### src/rtl/dw_shift_unit.sv
module dw_shift_unit #(
  parameter int XLEN = 64,
  parameter int OPW  = 4
) (
  input  logic [XLEN-1:0]            opnd_i,
  input  logic [XLEN-1:0]            amt_src_i,
  input  logic [$clog2(XLEN)-2:0]    imm_amt_i,
  input  logic [OPW-1:0]             op_i,
  output logic [XLEN-1:0]            result_o
);
  localparam int HALF  = XLEN / 2;
  localparam int AW    = $clog2(XLEN);
  localparam int NCODE = 15;

  logic          valid, word, left, arith, fill;
  logic [AW-1:0] amt;
  logic [XLEN-1:0] src, pre, post, shifted;
  logic [XLEN-1:0] stg [0:AW];

  always_comb begin
    valid = (32'(op_i) < NCODE);
    left  = (op_i % 3) == 0;
    arith = (op_i % 3) == 2;
    word  = 1'b0;
    amt   = '0;
    case (op_i / 3)
      0: begin word = 1'b1; amt = {1'b0, imm_amt_i}; end
      1: begin word = 1'b1; amt = {1'b0, amt_src_i[AW-2:0]}; end
      2: amt = {1'b0, imm_amt_i};
      3: amt = {1'b1, imm_amt_i};
      default: amt = amt_src_i[AW-1:0];
    endcase
  end

  assign src  = word ? {{HALF{arith & opnd_i[HALF-1]}}, opnd_i[HALF-1:0]} : opnd_i;
  assign fill = arith & src[XLEN-1];

  genvar i, k;
  generate
    for (i = 0; i < XLEN; i++) begin : g_rev
      assign pre[i]  = left ? src[XLEN-1-i] : src[i];
      assign post[i] = left ? stg[AW][XLEN-1-i] : stg[AW][i];
    end
  endgenerate

  assign stg[0] = pre;

  generate
    for (k = 0; k < AW; k++) begin : g_stage
      localparam int S = 1 << k;
      assign stg[k+1] = amt[k] ? {{S{fill}}, stg[k][XLEN-1:S]} : stg[k];
    end
  endgenerate

  assign shifted  = post;
  assign result_o = !valid ? '0
                  : word   ? {{HALF{shifted[HALF-1]}}, shifted[HALF-1:0]}
                  :          shifted;
endmodule

### config.mk
export PLATFORM = sky130hd
export DESIGN_NAME = dw_shift_unit
export DESIGN_NICKNAME = d
export VERILOG_FILES = /design/src/rtl/dw_shift_unit.sv
export SDC_FILE = /design/constraint.sdc
export NUM_CORES = 1
export LEC_CHECK = 0
export BUFFER_PORTS_ARGS = -buffer_cell sky130_fd_sc_hd__buf_2
export CORE_MARGIN = 3
export CORE_UTILIZATION = 35
export DETAILED_ROUTE_END_ITERATION = 16
export SYNTH_ARGS = -nofsm -noshare
export SYNTH_HDL_FRONTEND = slang
export SYNTH_SLANG_ARGS = --single-unit
### constraint.sdc
create_clock -name vclk -period 4.85
set_clock_uncertainty 0.1 [all_clocks]
set_input_delay 0.2425 -clock vclk [all_inputs]
set_output_delay 0.2425 -clock vclk [all_outputs]
set_load 0.01 [all_outputs]
==> impl_metrics.json <==
{
  "p_leak_nw": 7.24,
  "finalCoreUtilization_pct": 62.1,
  "hold_buffers": 0,
  "via_per_inst": 6.85,
  "p_sw_w": 0.00257,
  "multi_input_area_mm2": 0.0105,
  "p_clk_share_pct": 0,
  "grt_pass1_vias": 15065,
  "seq_area_um2": 0,
  "drt_wl_total_mm": 67.6,
  "relSlewSlack_pct": 14.2,
  "cp-start-kind": "primary input",
  "grt_overflow": 0,
  "port_buffers": 143,
  "synth_top_area_share_pct": 11.2,
  "mostFrequentLayoutCells": "533 x buf_4, 144 x nand2_1, 140 x buf_2",
  "finalWorstPathRequiredPeriod_ns": 4.86,
  "n_antenna_cell": 0,
  "p_int_w": 0.00199,
  "status": "finished with violations",
  "wl_per_cell_um": 27.9,
  "total_power_w": 0.00456,
  "drt_first_pass_iters": 6,
  "cap_violations": 0,
  "area_delta_synth_final_pct": 73.9,
  "post-place-ws_ns": -0.664,
  "setup_viol": 2,
  "grt_pass1_wl_mm": 95.0,
  "required_ns": 4.51,
  "synth_fp_nets": 1637,
  "p_per_area_mw_per_mm2": 272,
  "syn_inst": 1496,
  "synth_area_leaders": "mux2i_1 11%, a21oi_1 7.0%, nand2_1 5.8%",
  "combPwrFrac_pct": 100.0,
  "crit_fanout": 11,
  "num_rows": 60,
  "grt_start_max_net_pins": 66,
  "grtUsageTotal_pct": 42.0,
  "period_share_pct": 100,
  "antenna_left": 0,
  "setup_ws_ns": -0.00748,
  "cp.arrival_ns": 4.51,
  "die_y_um": 172,
  "avgSynthCellArea_um2": 6.45,
  "layout_commonest_cell": "buf_4",
  "yosys_warnings": 0,
  "fill_cells": 2511,
  "min_from": "amt_src_i[5]",
  "synth_area_mm2": 0.00965,
  "violations": "setup timing",
  "netlist-cell-type-count": 108,
  "cpPeakStageDelay_ns": 0.52,
  "core_area_mm2": 0.0270,
  "ioPinCount": 201,
  "first_iter_violations": 2857,
  "drc": 0,
  "hold_depth": 7,
  "worstMarginPinSlew_ns": 1.28,
  "hp-class": "in -> out",
  "fin_nets": 2225,
  "hold_end": "result_o[30]",
  "setup-tns-final_ns": -0.0115,
  "crit_slowest_cell": "a221oi_4",
  "cp.buffers_inverters": 7,
  "nFlopsAndLatches": 0,
  "slew_viol_final": 0,
  "start_util_pct": 35.7,
  "finalHoldViolCount": 0,
  "drive_above_1_share_pct": 51.1,
  "nClkBuffers": 0,
  "ys_seq_area_share_pct": 0,
  "timing.critical_path.cells": "buf_8 -> nand2b_4 -> inv_4 -> ha_4 -> a21bo_4 -> nand3_4 -> a21oi_4 -> ha_4 -> a21oi_4 -> o31ai_4 -> buf_6 -> a21oi_4 -> buf_4 -> mux2i_4 -> buf_12 -> buf_6 -> mux2i_1 -> mux2_2 -> mux2i_4 -> a221oi_4 -> a22oi_2 -> a221o_1 -> o221a_1 -> buf_2",
  "stdcell_count": 2423,
  "dieArea_mm2": 0.0296,
  "dp.final_hpwl_mm": 52.8,
  "crit_family": "compound AO/OA/AOI/OAI gates",
  "worstSetupPathType": "in -> out",
  "antenna_found_initial": 1,
  "vdd_drop_max_uv": 137,
  "die_x_um": 172,
  "rsz0062_at_grt": "true",
  "seqPwrFrac_pct": 0,
  "fmax_ghz": 0.206,
  "dpl.cell_count": 2354,
  "yosysTopAreaCell": "mux2i_1",
  "switching_share_pct": 56.3,
  "worst_setup_path_end_kind": "output pin",
  "gp_routability_congestion": 1.10,
  "num_vias": 16607,
  "critPathMostFrequentCell": "a21oi_4"
}
cell families (layout without fill, tap and decap cells):
family	Yosys count	in the layout	synth area share, %
AO/OA/AOI/OAI	670	671	48.5
AND/OR/NAND/NOR	503	503	25.7
buffers and inverters	162	747	7.87
multiplexers	156	156	17.4
adder cells (fa/ha/maj)	4	4	0.519
XOR/XNOR	1	1	0.0908
worst max-delay path by stage:
stage | from | to | slack (ns) | cells after the start
after floorplan | op_i[3] | result_o[30] | 0.04 | 21
after global placement | op_i[3] | result_o[62] | -0.74 | 26
after detailed placement | op_i[3] | result_o[62] | -0.66 | 26
after CTS | op_i[3] | result_o[57] | 0.003 | 24
after global routing | op_i[2] | result_o[26] | -0.17 | 27
final | op_i[3] | result_o[57] | -0.007 | 24
cells in the mapped netlist, types with 10 or more instances:
library cell	number
a211oi_1	36
a311oi_1	17
mux2i_1	108
o211ai_1	41
o21ai_1	32
or3_1	11
buf_2	52
and2_1	16
o31ai_1	15
a211o_1	10
mux2_2	41
nor4_1	19
and3_1	15
a21oi_1	135
o22ai_1	25
buf_1	14
a21o_1	20
o221ai_1	10
o21ai_0	110
nor3_1	39
o211a_1	12
a2111oi_0	10
a31oi_1	31
a21boi_0	13
nor2_1	104
o21a_1	14
clkbuf_1	76
nand4_1	15
a22oi_1	13
nand2_1	150
nand3_1	98
power by group through the flow:
stage | registers, W | clock network (W) | logic, W
2_1_floorplan | 0 | 0 | 0.00185
3_3_place_gp | 0 | 0 | 0.00374
3_5_place_dp | 0 | 0 | 0.00373
4_1_cts | 0 | 0 | 0.00393
5_1_grt | 0 | 0 | 0.00471
6_report | 0 | 0 | 0.00456
repair_timing:
| item | in CTS | in global routing |
|---|---|---|
| endpoints found under the setup margin | 64 | 64 |
| pin swaps | 30 | 81 |
| gates cloned | 1 | 4 |
| setup buffers | 17 | 51 |
| gates resized for setup | 123 | 256 |
through the flow:
step | cell area, um^2 | hold WS (ns)
finish | 16800 | 1.24
global route | 16800 | 1.28
CTS | 15100 | 1.21
detailed placement | 14400 | 1.20
global placement | 14400 | 1.20
floorplan | 9660 | 0.873
metal layers:
metal	wire, um	global-route usage (%)	vias up
met5	7	0	-
met1	25900	56.0	7879
met2	28500	64.2	1276
met4	4250	17.2	2
met3	8860	11.1	309
li1	-	-	7141
layout make-up:
type                       instances  share of cell area (%)
multi-input combinational       1335                    62.8
tap                              341                    2.54
timing repair buffer             741                    34.6
inverter                           6                   0.149
(Power assumes the default switching activity.)
